`src/rtl/scsi_seq_pkg.sv`:
```
package scsi_seq_pkg;
    localparam int CMD_W   = 16;
    localparam int B_XFER  = 7;
    localparam int B_SEL   = 8;
    localparam int B_DISC  = 9;
    localparam int B_DMA   = 12;
    localparam int B_RST   = 14;
    localparam int PH_LO   = 4;
    localparam int PH_HI   = 6;
    localparam int PH_W    = PH_HI - PH_LO + 1;
    localparam int DP_W    = 2;

    typedef enum logic [1:0] {
        LINK_FREE      = 2'd0,
        LINK_SELECTING = 2'd1,
        LINK_CONNECTED = 2'd2
    } link_e;

    typedef struct packed {
        logic set_con;
        logic clr_con;
        logic set_sip;
        logic clr_sip;
        logic set_sch;
        logic set_tbe;
    } stat_strb_t;
endpackage

```
`src/rtl/seq_phase_ctr.sv`:
```
module seq_phase_ctr #(
    parameter int CNT_W = 3
) (
    input  logic             clk,
    input  logic             rst_n,
    input  logic             adv,
    output logic [CNT_W-1:0] cnt
);
    always_ff @(posedge clk or negedge rst_n) begin
        if (!rst_n) begin
            cnt <= '0;
        end else if (adv) begin
            cnt <= cnt + 1'b1;
        end
    end
endmodule

```
`src/rtl/seq_cmd_reg.sv`:
```
module seq_cmd_reg
    import scsi_seq_pkg::*;
(
    input  logic             clk,
    input  logic             rst_n,
    input  logic             wr,
    input  logic [CMD_W-1:0] wdata,
    input  logic [CMD_W-1:0] clr_mask,
    output logic [CMD_W-1:0] q
);
    localparam logic [CMD_W-1:0] RST_MASK = CMD_W'(1) << B_RST;

    always_ff @(posedge clk or negedge rst_n) begin
        if (!rst_n) begin
            q <= '0;
        end else if (wr) begin
            q <= wdata & ~RST_MASK;
        end else begin
            q <= q & ~clr_mask;
        end
    end
endmodule

```
`src/rtl/seq_link_fsm.sv`:
```
module seq_link_fsm
    import scsi_seq_pkg::*;
#(
    parameter int ID_W = 3
) (
    input  logic            clk,
    input  logic            rst_n,
    input  logic            resp_go,
    input  logic            disc_go,
    input  logic            sel_go,
    input  logic [ID_W-1:0] tgt_id,
    output link_e           state,
    output logic            linked,
    output logic            selecting,
    output logic [ID_W-1:0] link_id
);
    link_e state_nx;
    logic [ID_W-1:0] id_nx;

    // Order inside one tick: response, disconnect, select.
    always_comb begin
        state_nx = state;
        id_nx    = link_id;
        unique case (state)
            LINK_FREE: begin
                if (sel_go) state_nx = LINK_SELECTING;
            end
            LINK_SELECTING: begin
                if (resp_go) begin
                    state_nx = LINK_CONNECTED;
                    id_nx    = tgt_id;
                end
                if (disc_go) state_nx = LINK_FREE;
                if (sel_go)  state_nx = LINK_SELECTING;
            end
            LINK_CONNECTED: begin
                if (disc_go) state_nx = LINK_FREE;
                if (sel_go)  state_nx = LINK_SELECTING;
            end
            default: state_nx = LINK_FREE;
        endcase
        if (sel_go) id_nx = '0;
    end

    always_ff @(posedge clk or negedge rst_n) begin
        if (!rst_n) begin
            state   <= LINK_FREE;
            link_id <= '0;
        end else begin
            state   <= state_nx;
            link_id <= id_nx;
        end
    end

    always_comb begin
        linked    = 1'b0;
        selecting = 1'b0;
        unique case (state)
            LINK_FREE:      ;
            LINK_SELECTING: selecting = 1'b1;
            LINK_CONNECTED: linked    = 1'b1;
            default:        ;
        endcase
    end
endmodule

```
`src/rtl/scsi_cmd_seq.sv`:
```
module scsi_cmd_seq
    import scsi_seq_pkg::*;
#(
    parameter int DATA_W = 8,
    parameter int ID_W   = 3,
    parameter int CNT_W  = 3
) (
    input  logic              clk,
    input  logic              rst_n,
    input  logic              tick,
    input  logic              cmd_wr,
    input  logic [15:0]       cmd_wdata,
    input  logic [2:0]        bus_phase,
    input  logic [DATA_W-1:0] pio_data,
    input  logic              tgt_resp,
    input  logic [ID_W-1:0]   tgt_id,
    output logic [15:0]       cmd_q,
    output logic [CNT_W-1:0]  dstat_cnt,
    output logic              linked,
    output logic              selecting,
    output logic [ID_W-1:0]   link_id,
    output logic              st_set_con,
    output logic              st_clr_con,
    output logic              st_set_sip,
    output logic              st_clr_sip,
    output logic              st_set_sch,
    output logic              st_set_tbe,
    output logic              pio_tx,
    output logic [DATA_W-1:0] pio_byte
);
    link_e            state;
    logic             ev, resp_go, disc_go, sel_go, xfer_go, pio_go;
    logic             con_mid, sip_final, phase_ok;
    logic [CMD_W-1:0] clr_mask;
    stat_strb_t       strb_nx, strb_q;
    logic             pio_q;
    logic [DATA_W-1:0] byte_q;

    seq_cmd_reg u_cmd (
        .clk      (clk),
        .rst_n    (rst_n),
        .wr       (cmd_wr),
        .wdata    (cmd_wdata),
        .clr_mask (clr_mask),
        .q        (cmd_q)
    );

    seq_phase_ctr #(.CNT_W(CNT_W)) u_ctr (
        .clk   (clk),
        .rst_n (rst_n),
        .adv   (tick),
        .cnt   (dstat_cnt)
    );

    seq_link_fsm #(.ID_W(ID_W)) u_link (
        .clk       (clk),
        .rst_n     (rst_n),
        .resp_go   (resp_go),
        .disc_go   (disc_go),
        .sel_go    (sel_go),
        .tgt_id    (tgt_id),
        .state     (state),
        .linked    (linked),
        .selecting (selecting),
        .link_id   (link_id)
    );

    // Command decode, evaluated in the fixed per-tick order.
    always_comb begin
        ev       = tick & ~cmd_wr;
        resp_go  = ev & tgt_resp & (state == LINK_SELECTING);
        disc_go  = ev & cmd_q[B_DISC];
        sel_go   = ev & cmd_q[B_SEL];
        con_mid  = (state == LINK_CONNECTED) | resp_go;
        if (sel_go)                  sip_final = 1'b1;
        else if (disc_go | resp_go)  sip_final = 1'b0;
        else                         sip_final = (state == LINK_SELECTING);
        phase_ok = (cmd_q[PH_HI:PH_LO] == bus_phase)
                 & (cmd_q[DP_W-1:0] == dstat_cnt[DP_W-1:0]);
        xfer_go  = ev & cmd_q[B_XFER] & phase_ok & ~sip_final;
        pio_go   = xfer_go & ~cmd_q[B_DMA];

        clr_mask         = '0;
        clr_mask[B_DISC] = disc_go;
        clr_mask[B_SEL]  = sel_go;
        clr_mask[B_XFER] = pio_go;

        strb_nx.set_con = resp_go & ~disc_go & ~sel_go;
        strb_nx.clr_con = disc_go | sel_go;
        strb_nx.set_sip = sel_go;
        strb_nx.clr_sip = (disc_go | resp_go) & ~sel_go;
        strb_nx.set_sch = resp_go | (disc_go & con_mid);
        strb_nx.set_tbe = pio_go;
    end

    always_ff @(posedge clk or negedge rst_n) begin
        if (!rst_n) begin
            strb_q <= '0;
            pio_q  <= 1'b0;
            byte_q <= '0;
        end else begin
            strb_q <= strb_nx;
            pio_q  <= pio_go;
            if (pio_go) byte_q <= pio_data;
        end
    end

    always_comb begin
        st_set_con = strb_q.set_con;
        st_clr_con = strb_q.clr_con;
        st_set_sip = strb_q.set_sip;
        st_clr_sip = strb_q.clr_sip;
        st_set_sch = strb_q.set_sch;
        st_set_tbe = strb_q.set_tbe;
        pio_tx     = pio_q;
        pio_byte   = byte_q;
    end
endmodule

```
`config.mk`:
```
export PLATFORM = sky130hd
export DESIGN_NAME = scsi_cmd_seq
export DESIGN_NICKNAME = d
export VERILOG_FILES = /design/src/rtl/scsi_seq_pkg.sv /design/src/rtl/seq_phase_ctr.sv /design/src/rtl/seq_cmd_reg.sv /design/src/rtl/seq_link_fsm.sv /design/src/rtl/scsi_cmd_seq.sv
export SDC_FILE = /design/constraint.sdc
export NUM_CORES = 1
export LEC_CHECK = 0
export ABC_AREA = 1
export ABC_CLOCK_PERIOD_IN_PS = 1400
export BUFFER_PORTS_ARGS = -buffer_cell sky130_fd_sc_hd__buf_4
export CAP_MARGIN = 40
export CORE_ASPECT_RATIO = 0.7
export CORE_MARGIN = 5
export CORE_UTILIZATION = 46
export CTS_CLUSTER_SIZE = 25
export DETAILED_ROUTE_END_ITERATION = 6
export PLACE_DENSITY = 0.79
export SKIP_CTS_REPAIR_TIMING = 1
export SLEW_MARGIN = 10
export SYNTH_ARGS = -nofsm -noshare
export SYNTH_HDL_FRONTEND = slang
export SYNTH_SLANG_ARGS = --single-unit
```
`constraint.sdc`:
```
create_clock -name clk -period 1.4 [get_ports clk]
set_input_delay 0.42 -clock clk [delete_from_list [all_inputs] [get_ports clk]]
set_output_delay 0.42 -clock clk [all_outputs]
set_load 0.005 [all_outputs]
```
==> impl_metrics.csv, run 1 <==
group,metric,value,unit
pwr,p_comb_share,28.5,%
floorplan,coreArea,0.00347,sq mm
critical_path,r2r_cells,6,
sta,layout_setup_ws,-23.6,ps
routing,wl,3770,um
final_layout,final_cell_mix,"buf_4, nand2_1, dfrtp_1",
pwr,vdd_ir_drop_max,0.759,mV
yosys,synth_cells,193,
placement,io_buffers,71,
floorplan,initial_core_util,47.1,%
global_route,globalRoute.totalOverflow,0,
yosys,ys_seq_area_share,56.7,%
critical_path,cp-start-kind,"flop",
sta,grt_setup_unrepaired,"true",
cts,clkSlewWorstSetupHoldPaths,70,ps
sta,fmax,0.702,GHz
final_layout,final_common_cell,"buf_4",
critical_path,critical_path_arrival,1000,ps
routing,routedWlPerCell,11.5,um
yosys,synth_cell_types,23,
run_status,violations,"setup timing",
pwr,p_clk_share,25.3,%
final_layout,multiInputGateArea,581,sq um
final_layout,ff_latch_area,927,sq um
sta,finalSetupViolations,2,
floorplan,dieArea,0.00486,sq mm
final_layout,nets,313,
cts,clock_path_buffers,2,
routing,ant_nets,0,
placement,gp_congestion,0.765,
hold_path,hold_class,"input pin to async pin",
sta,skew,2.93,ps
critical_path,crit_required,980,ps
final_layout,final_util,69.0,%
final_layout,layout-area-overhead-vs-synth,46.6,%
pwr,p_total,2.95,mW
cts,numCtsBuffers,5,
cts,clock_sinks,37,
final_layout,drive_above_1_share,38.3,%
yosys,synth_nets,229,
global_route,antenna_found_initial,0,
pwr,p_sw_share,29.2,%
yosys,syn-cell-area,0.00163,sq mm
sta,hold_viol,0,
routing,drc_errors,0,
pwr,power.leakage,1.37,nW
sta,finalCritPeriodShare,102,%
cts,cts_tree,"built",
global_route,grt_max_degree,38,
pwr,power_density,1230,mW/mm^2
sta,layout_min_cycle_time,1420,ps
final_layout,antenna_cells,0,
global_route,grt_pass1_wl,5960,um
cts,clock-root-buffer,"clkbuf_8",
pwr,power_frac_seq,46.3,%
yosys,syn_area_per_cell,8.46,sq um
sta,whs,86.3,ps
floorplan,dieWidth,81.2,um
floorplan,ios,74,
global_route,first_global_vias,1359,
yosys,ys_top_cells_by_area,"dfrtp_1, nand2_1, inv_1, nand3_1, o21ai_0",
global_route,grt_use_total,16.3,%
run,cap_violations,0,
critical_path,critPathKind,"flop to output port",
routing,drtPass1Iterations,5,
global_route,grtUsageMet3,6.17,%
pwr,p_int,2.09,mW
cts,clkLatencyLatePin,290,ps
floorplan,die_y,59.8,um
critical_path,timing.critical_path.to_type,"output port",
yosys,yosys_warnings,0,
yosys,ys_ff_latch,37,
pwr,power.switching,862,uW
yosys,synth_top_area_cell,"dfrtp_1",
global_route,use_met1,20.4,%
routing,viasPerCell,4.48,
placement,hpwl,2870,um
routing,first_iter_violations,38,
floorplan,num_rows,18,
run_status,status,"finished with violations",
sta,slew_violations,0,
routing,dr_total_vias,1465,
cts,htreeDepth,2,
global_route,met2_usage,25.5,%
yosys,synth_top_cell_area_share,56.7,%
global_route,busiest_layer,"met2",
critical_path,crit_fanout,3,
final_layout,nFillCells,309,
power by group through the flow:
stage               logic, mW  registers [mW]  clock network (mW)
floorplan               0.334            1.38                   0
global placement        0.803            1.38                   0
detailed placement      0.819            1.38                   0
CTS                     0.825            1.36               0.769
global route            0.939            1.39               0.807
finish                  0.841            1.37               0.746
layout make-up:
cell class	instances	area share, %
timing repair buffer	82	26.2
tap	50	2.61
sequential	37	38.7
inverter	29	4.55
clock buffer	7	3.61
multi-input combinational	122	24.3
synthesized netlist by cell type:
| master | number |
|---|---|
| conb_1 | 1 |
| buf_4 | 2 |
| clkbuf_1 | 2 |
| inv_2 | 5 |
| nand3_1 | 10 |
| clkbuf_2 | 1 |
| nand4_1 | 1 |
| nor3_1 | 3 |
| xor2_1 | 2 |
| inv_1 | 23 |
| nand3_4 | 2 |
| o31ai_1 | 2 |
| nand3_2 | 1 |
| ha_1 | 1 |
| nand2_1 | 72 |
| o21ai_0 | 9 |
| nor2_2 | 3 |
| nor2_1 | 10 |
| dfrtp_1 | 37 |
| nor2_4 | 1 |
| clkinv_1 | 1 |
| nand2_2 | 2 |
| a21oi_1 | 2 |
per-layer routing:
layer	wire length, um	vias to the layer above
met3	382	7
met2	1680	55
met1	1660	653
met5	0	-
met4	46	0
li1	-	750
worst max-delay path: stages (launching register included):
cell and delay [ps]:
dfrtp_1 390, inv_1 90, nor2_4 120, buf_4 110
cell families (layout without fill, tap and decap cells):
logic type	count (synthesis)	in the layout	share of synthesized area [%]
compound gates	13	13	4.29
xor+xnor	2	2	1.07
fa+ha+maj	1	1	0.766
buf+inv	34	118	8.35
flops	37	37	56.7
other cells	1	1	0.230
simple gates	105	105	28.6
state kept, by name (all words and copies together) (netlist names):
signal / flops
st_clr_sip: 1
pio_byte: 8
u_cmd.q: 15
u_link.state: 2
u_ctr.cnt: 3
pio_tx: 1
st_set_con: 1
st_set_sip: 1
st_set_sch: 1
st_clr_con: 1
u_link.link_id: 3
stage by stage:
step / cells / setup WS [ps] / instance area, sq um / setup TNS [ps]
floorplan: 193 / 91.8 / 1630 / 0
global placement: 318 / -2.90 / 2280 / -4.78
detailed placement: 318 / -18.3 / 2280 / -120
CTS: 325 / -157 / 2370 / -216
global route: 327 / -77.9 / 2390 / -145
finish: 327 / -23.6 / 2390 / -41.9
worst paths after layout:
kind | from | to | slack (ps)
worst max-delay path | u_link.state[0]$_DFFE_PN0P_ | selecting | -20
worst min-delay path | rst_n | u_cmd.q[1]$_DFFE_PN0P_ | 90
worst max register to register | u_link.state[0]$_DFFE_PN0P_ | u_link.state[0]$_DFFE_PN0P_ | 150
worst min register to register | pio_byte[5]$_DFFE_PN0P_ | pio_byte[5]$_DFFE_PN0P_ | 470
max in group asynchronous | rst_n | u_ctr.cnt[0]$_DFFE_PN0P_ | 970
min in group clk | cmd_wdata[13] | u_cmd.q[13]$_DFFE_PN0P_ | 330
Note: power is estimated with default switching activity, not from simulation.
==> run 2: changes to the inputs <==
--- a/config.mk
+++ b/config.mk
@@ -9,12 +9,13 @@
 export ABC_CLOCK_PERIOD_IN_PS = 1400
 export BUFFER_PORTS_ARGS = -buffer_cell sky130_fd_sc_hd__buf_4
 export CAP_MARGIN = 40
-export CORE_ASPECT_RATIO = 0.7
+export CELL_PAD_IN_SITES_DETAIL_PLACEMENT = 0
+export CELL_PAD_IN_SITES_GLOBAL_PLACEMENT = 2
 export CORE_MARGIN = 5
-export CORE_UTILIZATION = 46
+export CORE_UTILIZATION = 25
 export CTS_CLUSTER_SIZE = 25
 export DETAILED_ROUTE_END_ITERATION = 6
-export PLACE_DENSITY = 0.79
+export PLACE_DENSITY_LB_ADDON = 0.1
 export SKIP_CTS_REPAIR_TIMING = 1
 export SLEW_MARGIN = 10
 export SYNTH_ARGS = -nofsm -noshare
==> run 2 against run 1 <==
Compared with the run above: the flow still finishes with violations (setup timing); first-iteration DRC count down 2.6%; combinational power is 13% higher; cell area grew 3.4%; register-to-register slack about the same.
==> impl_metrics.csv, run 2 (same netlist as run 1, synthesis figures left out) <==
group,metric,value,unit
run_status,status,"finished with violations",
run_status,violations,"setup timing",
critical_path,r2r_cells,6,
floorplan,coreArea,0.00635,sq mm
routing,drc_errors,0,
global_route,grt_max_degree,38,
final_layout,nFillCells,682,
critical_path,critPathKind,"flop to output port",
run,cap_violations,0,
final_layout,largest_register,"u_cmd.q",
pwr,p_total,3.07,mW
final_layout,final_cell_mix,"buf_4, nand2_1, dfrtp_1",
cts,clock_sinks,37,
pwr,power_density,1240,mW/mm^2
cts,htreeDepth,2,
global_route,antenna_found_initial,0,
placement,hpwl,3260,um
floorplan,num_rows,29,
sta,finalSetupViolations,2,
pwr,vdd_ir_drop_max,0.513,mV
critical_path,crit_required,980,ps
floorplan,dieArea,0.00825,sq mm
routing,drtPass1Iterations,4,
cts,cts_tree,"built",
sta,whs,85.6,ps
routing,routedWlPerCell,11.9,um
cts,clock_path_buffers,2,
routing,ant_nets,0,
routing,viasPerCell,4.06,
sta,skew,6.38,ps
routing,wl,4280,um
final_layout,layout-area-overhead-vs-synth,51.6,%
sta,grt_setup_unrepaired,"true",
cts,numCtsBuffers,5,
final_layout,nets,318,
sta,fmax,0.689,GHz
hold_path,hold_class,"input pin to async pin",
sta,layout_min_cycle_time,1450,ps
critical_path,critical_path_arrival,1030,ps
final_layout,final_common_cell,"buf_4",
global_route,globalRoute.totalOverflow,0,
sta,slew_violations,0,
sta,finalCritPeriodShare,104,%
floorplan,die_y,90.8,um
placement,gp_congestion,0.700,
cts,clkSlewWorstSetupHoldPaths,80,ps
cts,clock-root-buffer,"clkbuf_8",
floorplan,initial_core_util,25.7,%
floorplan,dieWidth,90.8,um
routing,first_iter_violations,37,
routing,dr_total_vias,1457,
critical_path,cp-start-kind,"flop",
global_route,grt_pass1_wl,7360,um
sta,hold_viol,0,
final_layout,largest_reg_flops,15,
critical_path,timing.critical_path.to_type,"output port",
final_layout,antenna_cells,0,
critical_path,crit_fanout,3,
cts,clkLatencyLatePin,290,ps
global_route,first_global_vias,1565,
placement,io_buffers,71,
final_layout,drive_above_1_share,39.7,%
global_route,grt_use_total,10.9,%
floorplan,ios,74,
sta,layout_setup_ws,-50.9,ps
pwr,power.leakage,1.40,nW
[run 2: worst max-delay path, stage by stage (launching register included)]
cell and delay, ps:
dfrtp_1 400, buf_4 150, nor2_4 90, buf_4 120
[run 2: metal layers]
| metal | vias up | share of wire, % | track usage (%) |
|---|---|---|---|
| met2 | 47 | 45 | 17.7 |
| li1 | 761 | - | - |
| met3 | 5 | 10 | 5.67 |
| met4 | 0 | 1.1 | 2.93 |
| met5 | - | 0 | 0 |
| met1 | 644 | 44 | 12.7 |
[run 2: path summary, 6_finish.rpt]
check	start	slack, ps	endpoint
setup reg to reg	u_ctr.cnt[0]$_DFFE_PN0P_	150	u_ctr.cnt[2]$_DFFE_PN0P_
setup / recovery	u_link.state[0]$_DFFE_PN0P_	-50	linked
max in group asynchronous	rst_n	950	st_set_sch$_DFF_PN0_
hold / removal	rst_n	90	u_cmd.q[4]$_DFFE_PN0P_
hold reg to reg	pio_byte[1]$_DFFE_PN0P_	470	pio_byte[1]$_DFFE_PN0P_
min in group clk	cmd_wdata[11]	330	u_cmd.q[11]$_DFFE_PN0P_
[run 2: layout make-up]
cell class              count  area (sq um)  area share [%]
inverters                  29           109            4.40
multi-input cells         122           598            24.2
well taps                  77          96.3            3.89
clock buffers               7          86.3            3.49
flip-flops and latches     37           926            37.4
repair buffers             87           661            26.7
[run 2: through the flow]
step           instance area, sq um  instances  TNS [ps]  setup slack, ps  utilization (%)
6_report                       2480        359     -60.4            -50.9             39.0
5_1_grt                        2480        359      -206             -102             39.0
4_1_cts                        2400        354      -227             -144             37.9
3_5_place_dp                   2320        347      -313            -40.3             36.5
3_3_place_gp                   2320        347      -384            -50.0             36.5
2_1_floorplan                  1630        193         0             91.8                -
[run 2: where the power goes]
part           internal, mW  total, mW  switching [mW]
combinational         0.528      0.953           0.425
sequential             1.24       1.35           0.114
clock                 0.391      0.762           0.371
total                  2.16       3.07           0.910
